## config.mk

```make
export PLATFORM = sky130hd
export DESIGN_NAME = evt_boundary_arbiter
export DESIGN_NICKNAME = d
export VERILOG_FILES = /design/src/rtl/eba_pkg.sv /design/src/rtl/eba_shadow.sv /design/src/rtl/eba_dbgtrap.sv /design/src/rtl/eba_evsel.sv /design/src/rtl/evt_boundary_arbiter.sv
export SDC_FILE = /design/constraint.sdc
export NUM_CORES = 1
export LEC_CHECK = 0
export BUFFER_PORTS_ARGS = -buffer_cell sky130_fd_sc_hd__buf_2
export CAP_MARGIN = 0
export CORE_UTILIZATION = 52
export CTS_CLUSTER_SIZE = 12
export DETAILED_ROUTE_END_ITERATION = 7
export HOLD_SLACK_MARGIN = 0.1
export PLACE_DENSITY = 0.81
export REMOVE_ABC_BUFFERS = 1
export SETUP_SLACK_MARGIN = 0.05
export SYNTH_ARGS = -nofsm -noshare
export SYNTH_HDL_FRONTEND = slang
export SYNTH_SLANG_ARGS = --single-unit
```

## constraint.sdc

```tcl
create_clock -name clk -period 2.78 [get_ports clk]
set_input_delay 0.556 -clock clk [delete_from_list [all_inputs] [get_ports clk]]
set_output_delay 0.556 -clock clk [all_outputs]
set_load 0.02 [all_outputs]
```

## src/rtl/eba_pkg.sv

```systemverilog
// Package: shared encodings for the instruction-boundary event arbiter.
// Assumes a 16-bit debug-trap register with fixed trap bit positions.
package eba_pkg;

    // Serviced event kinds; the value is the bit index in the grant vector.
    typedef enum logic [2:0] {
        SVC_DBG  = 3'd0,
        SVC_SMI  = 3'd1,
        SVC_INIT = 3'd2,
        SVC_NMI  = 3'd3,
        SVC_INTR = 3'd4,
        SVC_HOLD = 3'd5,
        SVC_NONE = 3'd6
    } svc_e;

    // Interrupt acknowledge handshake state.
    typedef enum logic {
        ST_IDLE = 1'b0,
        ST_WAIT = 1'b1
    } ack_st_e;

    localparam int SVC_COUNT = 6;
    localparam int RUNG_COUNT = 7;
    localparam int DBG_W = 16;
    localparam int SS_BIT = 14;
    localparam int TSW_BIT = 15;
    localparam int TRAP_HI = 15;
    localparam int TRAP_LO = 12;
    localparam logic [DBG_W-1:0] SS_MASK = DBG_W'(1) << SS_BIT;

    // Ladder rung to service mapping, highest priority at rung 0.
    function automatic svc_e rung_svc(input int rung);
        case (rung)
            0:       return SVC_DBG;
            1:       return SVC_SMI;
            2:       return SVC_INIT;
            3:       return SVC_DBG;
            4:       return SVC_NMI;
            5:       return SVC_INTR;
            6:       return SVC_HOLD;
            default: return SVC_NONE;
        endcase
    endfunction

endpackage

```

## src/rtl/eba_shadow.sv

```systemverilog
// Module: one-instruction shadow tracker.
// Counts retired instructions and records a shadow kind with a limit one
// past the current count; reports which kinds are blocked while the count
// is at or below that limit. Assumes the counter does not wrap in a window.
module eba_shadow #(
    parameter int CNT_W = 32
) (
    input  logic       clk,
    input  logic       rst_n,
    input  logic       retire,
    input  logic       shadow_set,
    input  logic [1:0] shadow_kind,
    output logic       intr_inh,
    output logic       dbg_inh
);

    logic [CNT_W-1:0] cnt_q;
    logic [CNT_W-1:0] lim_q;
    logic [1:0]       kind_q;
    logic             window;

    // Retired count, shadow limit and shadow kind registers.
    always_ff @(posedge clk) begin
        if (!rst_n) begin
            cnt_q  <= '0;
            lim_q  <= '0;
            kind_q <= '0;
        end else begin
            if (retire) begin
                cnt_q <= cnt_q + CNT_W'(1);
            end
            if (shadow_set) begin
                lim_q  <= cnt_q + CNT_W'(1);
                kind_q <= shadow_kind;
            end
        end
    end

    // Shadow window and per-kind blocking.
    always_comb begin
        window   = (cnt_q <= lim_q);
        intr_inh = window && kind_q[0];
        dbg_inh  = window && kind_q[1];
    end

    p_shadow_intr_open_r9: assert property (@(posedge clk) disable iff (!rst_n)
        shadow_set && shadow_kind[0] |=> intr_inh);
    p_shadow_dbg_open_r9: assert property (@(posedge clk) disable iff (!rst_n)
        shadow_set && shadow_kind[1] |=> dbg_inh);

endmodule

```

## src/rtl/eba_dbgtrap.sv

```systemverilog
// Module: debug-trap status register.
// Filters the register under a cleared global enable, clears or keeps it
// at each accepted boundary, adds the single-step bit when the step flag
// is set, and merges new trap bits on cycles without a boundary.
module eba_dbgtrap
    import eba_pkg::*;
(
    input  logic             clk,
    input  logic             rst_n,
    input  logic             gie,
    input  logic             tf_flag,
    input  logic             bnd_fire,
    input  logic             dbg_inh,
    input  logic             db_taken,
    input  logic [DBG_W-1:0] dbg_set,
    output logic [DBG_W-1:0] dbg_filt,
    output logic [DBG_W-1:0] dbg_q
);

    logic [DBG_W-1:0] kept;
    logic [DBG_W-1:0] bnd_next;

    // Boundary view of the register and its next value at a boundary.
    always_comb begin
        dbg_filt = gie ? dbg_q : (dbg_q & SS_MASK);
        if (db_taken) begin
            kept = '0;
        end else if (!dbg_inh && (dbg_filt[TRAP_HI:TRAP_LO] == '0)) begin
            kept = '0;
        end else begin
            kept = dbg_filt;
        end
        bnd_next = kept | (tf_flag ? SS_MASK : '0);
    end

    // Register update: boundary rule or merge of new trap bits.
    always_ff @(posedge clk) begin
        if (!rst_n) begin
            dbg_q <= '0;
        end else if (bnd_fire) begin
            dbg_q <= bnd_next;
        end else begin
            dbg_q <= dbg_q | dbg_set;
        end
    end

    p_gie_drop_r5: assert property (@(posedge clk) disable iff (!rst_n)
        bnd_fire && !gie |=> (dbg_q & ~SS_MASK) == '0);
    p_db_clears_r4: assert property (@(posedge clk) disable iff (!rst_n)
        bnd_fire && db_taken && !tf_flag |=> dbg_q == '0);

endmodule

```

## src/rtl/eba_evsel.sv

```systemverilog
// Module: priority ladder, pending latches and acknowledge handshake.
// Picks one service per accepted boundary, holds SMI/INIT/NMI pending
// latches and NMI blocking, and runs the interrupt acknowledge exchange.
// Assumes no boundary is presented while an acknowledge is outstanding.
module eba_evsel
    import eba_pkg::*;
#(
    parameter int VEC_W = 8
) (
    input  logic                 clk,
    input  logic                 rst_n,
    input  logic                 bnd_valid,
    input  logic                 gie,
    input  logic                 if_flag,
    input  logic                 intr_inh,
    input  logic                 dbg_inh,
    input  logic [DBG_W-1:0]     dbg_filt,
    input  logic                 smi_evt,
    input  logic                 init_evt,
    input  logic                 init_block,
    input  logic                 nmi_evt,
    input  logic                 nmi_unblock,
    input  logic                 intr_req,
    input  logic                 hold_req,
    input  logic                 intack_vld,
    input  logic [VEC_W-1:0]     intack_vec,
    output logic                 bnd_fire,
    output logic                 db_taken,
    output logic                 intack_req,
    output logic [SVC_COUNT-1:0] gnt,
    output logic [VEC_W-1:0]     gnt_vec,
    output logic                 nmi_blocked,
    output logic                 smi_pend,
    output logic                 init_pend,
    output logic                 nmi_pend
);

    localparam logic [VEC_W-1:0] VEC_DB  = VEC_W'(1);
    localparam logic [VEC_W-1:0] VEC_NMI = VEC_W'(2);

    ack_st_e               st_q;
    logic [RUNG_COUNT-1:0] rung;
    logic                  ext_ok;
    logic                  win_valid;
    svc_e                  win_svc;
    logic                  take_smi;
    logic                  take_init;
    logic                  take_nmi;
    logic                  take_intr;

    // Ladder rung qualification.
    always_comb begin
        ext_ok  = gie && !intr_inh;
        rung[0] = dbg_filt[TSW_BIT];
        rung[1] = gie && smi_pend;
        rung[2] = gie && init_pend;
        rung[3] = !dbg_inh && (dbg_filt[TRAP_HI:TRAP_LO] != '0);
        rung[4] = ext_ok && nmi_pend && !nmi_blocked;
        rung[5] = ext_ok && intr_req && if_flag;
        rung[6] = ext_ok && hold_req;
    end

    // Priority pick: the lowest qualified rung wins.
    always_comb begin
        win_valid = 1'b0;
        win_svc   = SVC_NONE;
        for (int i = RUNG_COUNT - 1; i >= 0; i--) begin
            if (rung[i]) begin
                win_valid = 1'b1;
                win_svc   = rung_svc(i);
            end
        end
    end

    // Boundary acceptance and per-service take strobes.
    always_comb begin
        bnd_fire   = bnd_valid && (st_q == ST_IDLE);
        db_taken   = bnd_fire && win_valid && (win_svc == SVC_DBG);
        take_smi   = bnd_fire && win_valid && (win_svc == SVC_SMI);
        take_init  = bnd_fire && win_valid && (win_svc == SVC_INIT);
        take_nmi   = bnd_fire && win_valid && (win_svc == SVC_NMI);
        take_intr  = bnd_fire && win_valid && (win_svc == SVC_INTR);
        intack_req = (st_q == ST_WAIT);
    end

    // Grant pulse, vector and acknowledge state.
    always_ff @(posedge clk) begin
        if (!rst_n) begin
            gnt     <= '0;
            gnt_vec <= '0;
            st_q    <= ST_IDLE;
        end else begin
            gnt     <= '0;
            gnt_vec <= '0;
            if (st_q == ST_WAIT) begin
                if (intack_vld) begin
                    gnt[SVC_INTR] <= 1'b1;
                    gnt_vec       <= intack_vec;
                    st_q          <= ST_IDLE;
                end
            end else if (bnd_fire && win_valid) begin
                case (win_svc)
                    SVC_DBG: begin
                        gnt[SVC_DBG] <= 1'b1;
                        gnt_vec      <= VEC_DB;
                    end
                    SVC_SMI:  gnt[SVC_SMI]  <= 1'b1;
                    SVC_INIT: gnt[SVC_INIT] <= 1'b1;
                    SVC_NMI: begin
                        gnt[SVC_NMI] <= 1'b1;
                        gnt_vec      <= VEC_NMI;
                    end
                    SVC_INTR: st_q <= ST_WAIT;
                    SVC_HOLD: gnt[SVC_HOLD] <= 1'b1;
                    default: ;
                endcase
            end
        end
    end

    // Pending latches and NMI blocking; a new event wins over a clear.
    always_ff @(posedge clk) begin
        if (!rst_n) begin
            smi_pend    <= 1'b0;
            init_pend   <= 1'b0;
            nmi_pend    <= 1'b0;
            nmi_blocked <= 1'b0;
        end else begin
            smi_pend    <= smi_evt || (smi_pend && !take_smi);
            init_pend   <= (init_evt && !init_block) || (init_pend && !take_init);
            nmi_pend    <= nmi_evt || (nmi_pend && !take_nmi);
            nmi_blocked <= take_nmi || (nmi_blocked && !nmi_unblock);
        end
    end

    p_one_grant_r2: assert property (@(posedge clk) disable iff (!rst_n)
        $onehot0(gnt));
    p_smi_needs_gie_r3: assert property (@(posedge clk) disable iff (!rst_n)
        gnt[SVC_SMI] |-> $past(gie));
    p_ext_gate_r6: assert property (@(posedge clk) disable iff (!rst_n)
        (gnt[SVC_NMI] || gnt[SVC_HOLD]) |-> $past(gie && !intr_inh));
    p_nmi_self_mask_r7: assert property (@(posedge clk) disable iff (!rst_n)
        gnt[SVC_NMI] |-> nmi_blocked && (gnt_vec == VEC_NMI));
    p_ack_held_r8: assert property (@(posedge clk) disable iff (!rst_n)
        intack_req && !intack_vld |=> intack_req);
    p_ack_grant_r8: assert property (@(posedge clk) disable iff (!rst_n)
        intack_req && intack_vld |=> gnt[SVC_INTR] && (gnt_vec == $past(intack_vec)));
    p_no_bnd_in_wait_r8: assert property (@(posedge clk) disable iff (!rst_n)
        intack_req |-> !bnd_valid);

endmodule

```

## src/rtl/evt_boundary_arbiter.sv

```systemverilog
// Module: instruction-boundary event priority arbiter (top).
// Ties the shadow tracker, debug-trap register and priority ladder
// together and derives the attention output from the pending state.
// Assumes boundaries are presented only while intack_req is low.
module evt_boundary_arbiter
    import eba_pkg::*;
#(
    parameter int CNT_W = 32,
    parameter int VEC_W = 8
) (
    input  logic                 clk,
    input  logic                 rst_n,
    input  logic                 bnd_valid,
    input  logic                 retire,
    input  logic                 shadow_set,
    input  logic [1:0]           shadow_kind,
    input  logic                 gie,
    input  logic                 if_flag,
    input  logic                 tf_flag,
    input  logic                 smi_evt,
    input  logic                 init_evt,
    input  logic                 init_block,
    input  logic                 nmi_evt,
    input  logic                 nmi_unblock,
    input  logic                 intr_req,
    input  logic                 hold_req,
    input  logic [DBG_W-1:0]     dbg_set,
    input  logic                 intack_vld,
    input  logic [VEC_W-1:0]     intack_vec,
    output logic                 intack_req,
    output logic [SVC_COUNT-1:0] gnt,
    output logic [VEC_W-1:0]     gnt_vec,
    output logic [DBG_W-1:0]     dbg_trap,
    output logic                 nmi_blocked,
    output logic                 attention
);

    logic             intr_inh;
    logic             dbg_inh;
    logic             bnd_fire;
    logic             db_taken;
    logic [DBG_W-1:0] dbg_filt;
    logic             smi_pend;
    logic             init_pend;
    logic             nmi_pend;

    eba_shadow #(.CNT_W(CNT_W)) u_shadow (
        .clk         (clk),
        .rst_n       (rst_n),
        .retire      (retire),
        .shadow_set  (shadow_set),
        .shadow_kind (shadow_kind),
        .intr_inh    (intr_inh),
        .dbg_inh     (dbg_inh)
    );

    eba_dbgtrap u_dbgtrap (
        .clk      (clk),
        .rst_n    (rst_n),
        .gie      (gie),
        .tf_flag  (tf_flag),
        .bnd_fire (bnd_fire),
        .dbg_inh  (dbg_inh),
        .db_taken (db_taken),
        .dbg_set  (dbg_set),
        .dbg_filt (dbg_filt),
        .dbg_q    (dbg_trap)
    );

    eba_evsel #(.VEC_W(VEC_W)) u_evsel (
        .clk         (clk),
        .rst_n       (rst_n),
        .bnd_valid   (bnd_valid),
        .gie         (gie),
        .if_flag     (if_flag),
        .intr_inh    (intr_inh),
        .dbg_inh     (dbg_inh),
        .dbg_filt    (dbg_filt),
        .smi_evt     (smi_evt),
        .init_evt    (init_evt),
        .init_block  (init_block),
        .nmi_evt     (nmi_evt),
        .nmi_unblock (nmi_unblock),
        .intr_req    (intr_req),
        .hold_req    (hold_req),
        .intack_vld  (intack_vld),
        .intack_vec  (intack_vec),
        .bnd_fire    (bnd_fire),
        .db_taken    (db_taken),
        .intack_req  (intack_req),
        .gnt         (gnt),
        .gnt_vec     (gnt_vec),
        .nmi_blocked (nmi_blocked),
        .smi_pend    (smi_pend),
        .init_pend   (init_pend),
        .nmi_pend    (nmi_pend)
    );

    // Attention: anything that the next boundary would have to look at.
    always_comb begin
        attention = (|dbg_trap) || hold_req ||
                    (gie && (smi_pend || init_pend || (nmi_pend && !nmi_blocked) ||
                             (intr_req && if_flag)));
    end

    p_attention_dbg_r11: assert property (@(posedge clk) disable iff (!rst_n)
        (dbg_trap != '0) |-> attention);

endmodule

```

# Word level (Yosys, flattened, before mapping)
# Index checks and enable logic that the tools add are counted.
[word_totals] ff_bits=101 input_bits=42 output_inout_bits=33 wordCells=106
[classes] add_sub_neg=1 order_cmp=1 n_eq_ne=5 mux=33 bitwise_logic=5 reduce_logical=49
[op_table] op="$mux 16" n=4
[op_table] op="$add 32x1->32 const B" n=1
[op_table] op="$le 32x32->1" n=1
[op_table] op="$or 16x16->16" n=2
[op_table] op="$logic_and 1x1->1" n=26
[op_table] op="$mux 8" n=3
[op_table] op="$mux 1" n=17
[op_table] op="$reduce_or 16->1" n=1
[op_table] op="$mux 15" n=1
[op_table] op="$mux 3" n=5
[op_table] op="$logic_or 1x1->1" n=9
[op_table] op="$logic_not 1->1" n=8
[op_table] op="$eq 3x2->1 const B" n=2
[op_table] op="$eq 3x3->1 const B" n=2
[op_table] op="$logic_not 4->1" n=1
[op_table] op="$mux 2" n=2
[op_table] op="$pmux 2 s2" n=1
[op_table] op="$reduce_bool 4->1" n=1
[op_table] op="$eq 3x1->1 const B" n=1
[op_table] op="$logic_not 3->1" n=1
[op_table] op="$not 1->1" n=3
[op_table] op="$reduce_or 3->1" n=1
[op_table] op="$reduce_and 2->1" n=1

# Longest topological paths before layout
[depth] ltp_word=17 depth_mapped=11 ltp_nobuf=10

# Modules after synthesis
# A second synthesis with hierarchy kept.
[hier_totals] cells_unflattened=636 hier_area_um2=5408.9
[by_module_without_submodules] mod="eba_shadow" n_inst=1 cells_per_inst=468 area_each_um2=3873.7 seq_area_each_um2=1321.3
[by_module_without_submodules] mod="eba_evsel" n_inst=1 cells_per_inst=78 area_each_um2=755.7 seq_area_each_um2=380.4
[by_module_without_submodules] mod="eba_dbgtrap" n_inst=1 cells_per_inst=80 area_each_um2=700.7 seq_area_each_um2=320.3
[by_module_without_submodules] mod="evt_boundary_arbiter" n_inst=1 cells_per_inst=10 area_each_um2=78.8 seq_area_each_um2=0.0

# Worst setup path before layout
# Ideal clock, no wire load.
[synth_timing] path_kind="flip-flop to flip-flop" from="register u_shadow.cnt_q[9]" to="register u_dbgtrap.dbg_q[10]" setup_ps=119 arrival_ps=2548 required_time_ps=2661 slack_ps=113 stages_incl_launch_ff=11 n_path_buf=1 synth_period_minus_slack_ps=2667 path_cell_list="dfxtp_1 ha_1 a21o_1 nand3_1 a21oi_1 o41ai_1 nand3_1 a41o_1 o211ai_1 buf_2 nor3b_1"
[synth_via] elab_chain_cells=17 word_cells_on_any_way=34 classes_between="1 x order compare; 17 x mux; 1 x bitwise; 15 x reduce/logical"
[synth_rtl] element="start: declaration" line="eba_shadow.sv:17" text="logic [CNT_W-1:0] cnt_q;"
[synth_rtl] element="start signal: assignment" line="eba_shadow.sv:30" text="cnt_q <= cnt_q + CNT_W'(1);"
[synth_rtl] element="$le 32x32->1 *" line="eba_shadow.sv:41" text="window = (cnt_q <= lim_q);"
[synth_rtl] element="$logic_and 1x1->1" line="eba_shadow.sv:42" text="intr_inh = window && kind_q[0];"
[synth_rtl] element="$logic_not 1->1" line="eba_evsel.sv:53" text="ext_ok = gie && !intr_inh;"
[synth_rtl] element="$logic_and 1x1->1" line="eba_evsel.sv:53"
[synth_rtl] element="$logic_and 1x1->1 (on tied branches)" line="eba_evsel.sv:60, eba_evsel.sv:59"
[synth_rtl] element="$mux 2, or another cell as far along" line="eba_evsel.sv:68" text="if (rung[i]) begin"
[synth_rtl] element="$mux 2 or $mux 1 (tied branches)" line="eba_evsel.sv:68"
[synth_rtl] element="$mux 3 or $mux 1 (tied branches) (5 in series)" line="eba_evsel.sv:68"
[synth_rtl] element="$logic_not 3->1 or $logic_and 1x1->1 (tied branches)" line="eba_evsel.sv:78" text="db_taken = bnd_fire && win_valid && (win_svc == SVC_DBG);"
[synth_rtl] element="$logic_and 1x1->1" line="eba_evsel.sv:78"
[synth_rtl] element="$mux 16 *" line="eba_dbgtrap.sv:26" text="if (db_taken) begin"
[synth_rtl] element="$or 16x16->16 *" line="eba_dbgtrap.sv:33" text="bnd_next = kept | (tf_flag ? SS_MASK : '0);"
[synth_rtl] element="$mux 16 *" line="eba_dbgtrap.sv:40" text="end else if (bnd_fire) begin"
[synth_rtl] element="end signal: assignment" line="eba_dbgtrap.sv:41" text="dbg_q <= bnd_next;"
[synth_rtl] element="end signal: assignment" line="eba_dbgtrap.sv:43" text="dbg_q <= dbg_q | dbg_set;"
[synth_rtl] element="end: declaration" line="eba_dbgtrap.sv:17" text="output logic [DBG_W-1:0] dbg_q"
# Mark *: on every way between the ends. The rest lies on a longest branch, timed or not.
# A chain may end at the register's enable or synchronous reset.

# Final worst setup path
[layout_timing] from="register u_shadow.cnt_q[26]" to="register u_dbgtrap.dbg_q[9]"
# The elaborated chain is that of the path after synthesis.

==> metrics list <==
* Outcome: finished clean
- Clock transition time at the flip-flop clock pins of the worst setup and hold paths: 0.11 ns
- The number of global-route vias before repair is 4169.
* Number of nets in the layout: 760
* Final Hold Vio Count: 0
- Count of unique library cells instantiated by Yosys: 52
* Unrepaired setup endpoints after global routing: true
* Horizontal extent of the die: 103 um
- For this run, the number of standard cells in the final layout without fillers is 823.
* MaxCap Viol Count: 0
* Worst-case vdd ir drop: 265 uV
- The total area inside the core boundary comes to 9820 um2.
- After synthesis, the mean cell area works out to 8.78 um2.
* Clock tree sinks: 101
* Input/output buffers: 74
- For this configuration, the core starts out at a cell density of 54.1%.
- CTS tree: yes
- On the final layout, the worst hold slack is 0.369 ns.
- For this run, the detailed router's first-pass iteration total came to 5.
- Critical Path AT: 2.97 ns
- Summing the sequential cell areas from Yosys gives 38.1% of the chip area.
- Cell taking the most area after synthesis: dfxtp_1
- Summed over all failing endpoints, the final setup total negative slack is 0 ns.
- Number of nets still failing antenna checks after routing: 0
- Buffers inserted during clock tree synthesis total 9.
- In this run the core area contains 36 standard-cell rows.
- Ys flop type: dfxtp_1
- Most frequent cells after synthesis: 101 x dfxtp_1, 67 x nand2_1, 39 x a21oi_1, 39 x inv_1, 39 x xnor2_1
* Fillers: 819
- Share of the cycle needed by the critical path after routing: 97.1%
* Global routing usage summed across all routing layers: 22.7%
- 0 antenna diodes ended up in the layout.
* Worst clock skew: 0.0134 ns
* Cell leakage power: 2.96 nW
- Synth top area share: 38.1%
- STA classifies the critical path endpoint as a flip-flop.
* Number of top-level pins: 75
- Max-slew violations: 0
- Across the whole layout, storage elements account for 2050 um2.
- Headroom to the max-slew limit: 59.1%
- In the routed design, unresolved DRC markers number 0.
- Final period demand of the worst path: 2.70 ns
- Maximum count of clock buffers along a single path: 2
- The tightest min-delay check is of the in -> reg type.
* Least-Margin Pin Slew: 0.614 ns
- Dividing the detail-routed via count by the number of cells gives 5.52.
- Die Y-Extent: 103 um
- Drt wl/cell: 15.0 um
- The most critical setup path has its startpoint at u_shadow.cnt_q[26].
- CP Max Fanout: 7
* Routability-driven placement congestion ratio: 0.857
* Hold path startpoint: nmi_unblock
* Total via count after detailed routing: 4544
* Growth of design area from synthesis to finish: 19.7%
* Number of synthesis warnings: 0
- RR Startpoint: u_shadow.cnt_q[26]
* Flip-flop and latch count after synthesis: 101
- Cell at the root of the clock tree: clkbuf_8
- By area the synthesized netlist is led by dfxtp_1 38%, ha_1 7.8%, xnor2_1 6.4%.
- Half-perimeter wire length of the detailed placement result: 8590 um
* Initial antenna violation count: 0
- Clk Latency, worst-skew pair: 0.37 ns
- Ratio of cells with drive above 1 in the final layout: 27.0%
- Most common cell in the synthesized netlist: dfxtp_1
- The die covers 10600 um2.
- In the synthesized netlist the async set-or-reset flop fraction comes to 0%.
- Kind of start point of the critical path: flip-flop
- After technology mapping, the gate count stands at 605.
- Number of enable-type register cells in the synthesized netlist: 0
- The number of placed instances, taps included, is 803.
- For this run, the top clock speed supported by timing is 370 MHz.
- Entering global routing, the biggest net connects 57 pins.
- DRT iter0 DRCs: 323
* Summed instance area of the synthesized netlist: 5310 um2
* Required time reported for the critical path endpoint: 3.05 ns
* Area occupied by multi-input gates: 3200 um2
- Power spread over the standard cell area amounts to 461 nW/um2.
* Setup Crit Path Kind: reg -> reg
* Overflow after GRT: 0
- Final setup fails: 0
- In this run the number of H-tree levels came out at 3.
* Wire length after detailed routing: 12300 um
- The first global-routing pass estimated 19100 um of wire.
-- registers in the layout (all words and copies together), names as in the netlist, 2 cells and up --
name and cells:
u_evsel.gnt 6, u_shadow.lim_q 32, u_shadow.cnt_q 32, u_dbgtrap.dbg_q 16, u_evsel.gnt_vec 8, u_shadow.kind_q 2
-- layout by cell type (no fill, tap or decap), drive strengths merged, types with 2 or more instances in the layout --
master / synthesis / final
or2: 3 / 3
nand2: 67 / 67
xnor2: 39 / 39
and2: 36 / 36
clkbuf: 19 / 10
o211ai: 3 / 3
nor3b: 14 / 14
a21oi: 39 / 39
a21o: 4 / 4
o211a: 27 / 27
a21boi: 5 / 5
nor4: 4 / 4
nor2b: 15 / 15
dfxtp: 101 / 101
and3: 15 / 15
or4: 3 / 3
inv: 39 / 43
nor2: 14 / 14
buf: 12 / 100
or3: 8 / 8
nand3: 23 / 23
xor2: 16 / 16
and4: 3 / 3
mux2i: 4 / 4
o21ai: 21 / 21
a211oi: 2 / 2
nor3: 7 / 7
nand4: 15 / 15
ha: 33 / 33
nand2b: 2 / 2
-- final timing paths --
check | to | slack [ns] | cells after the start
setup / recovery | u_dbgtrap.dbg_q[9] | 0.08 | 12
hold / removal | u_evsel.nmi_blocked | 0.37 | 2
setup reg to reg | u_dbgtrap.dbg_q[9] | 0.08 | 12
hold reg to reg | u_shadow.lim_q[21] | 0.48 | 1
-- per-layer routing --
metal | part of all wire (%) | wire length, um | track usage [%]
met1 | 43 | 5310 | 28.6
met5 | 0 | 0 | 0
met3 | 3.2 | 394 | 4.14
met2 | 51 | 6330 | 39.9
met4 | 2.5 | 309 | 5.63
-- cell type report --
cell class	instances	share of cell area [%]
well taps	133	2.62
repair buffers	100	9.09
inverters	39	2.30
flip-flops and latches	101	32.3
clock inverters	6	1.18
multi-input cells	434	50.4
clock buffers	10	2.16
-- where the power goes --
part           leakage [nW]  switching [W]  internal (W)
clock                 0.106       0.000547      0.000457
combinational          2.02       0.000228      0.000166
sequential            0.834      0.0000363       0.00150
total                  2.96       0.000811       0.00212
-- cells by family (layout without fill, tap and decap cells) --
| logic type | after synthesis | after routing | share of synthesized area, % |
|---|---|---|---|
| buf+inv | 70 | 155 | 5.65 |
| mux | 4 | 4 | 0.754 |
| flops | 101 | 101 | 38.1 |
| compound gates | 110 | 110 | 14.3 |
| fa+ha+maj | 33 | 33 | 7.77 |
| xor+xnor | 55 | 55 | 9.07 |
| simple gates | 232 | 232 | 24.4 |
-- worst max-delay path: stages (launching register included) --
cell and delay [ns]:
dfxtp_2 0.38, ha_4 0.27, nand4_1 0.21, buf_4 0.22, nor2_1 0.09, a221o_1 0.19, a211oi_2 0.05, buf_4 0.17
a31o_2 0.25, a41o_1 0.22, o211ai_1 0.25, buf_4 0.23, nor3b_2 0.06
-- stage by stage --
stage               util (%)  worst slack, ns  power, W  cell area, um2
floorplan                  -          -0.0936   0.00176            5160
global placement        59.8          -0.0742   0.00190            5870
detailed placement      59.8          -0.0802   0.00191            5870
CTS                     62.0           0.0719   0.00289            6090
global route            64.8          -0.0503   0.00305            6360
finish                  64.8           0.0803   0.00293            6360
-- repair_timing --
action,CTS,global route
pin swaps,1,18
resized for setup,2,64
buffers inserted,0,4
hold buffers,0,0
cloned,0,1
setup endpoints to repair,21,24
Note: power is estimated with default switching activity, not from simulation.
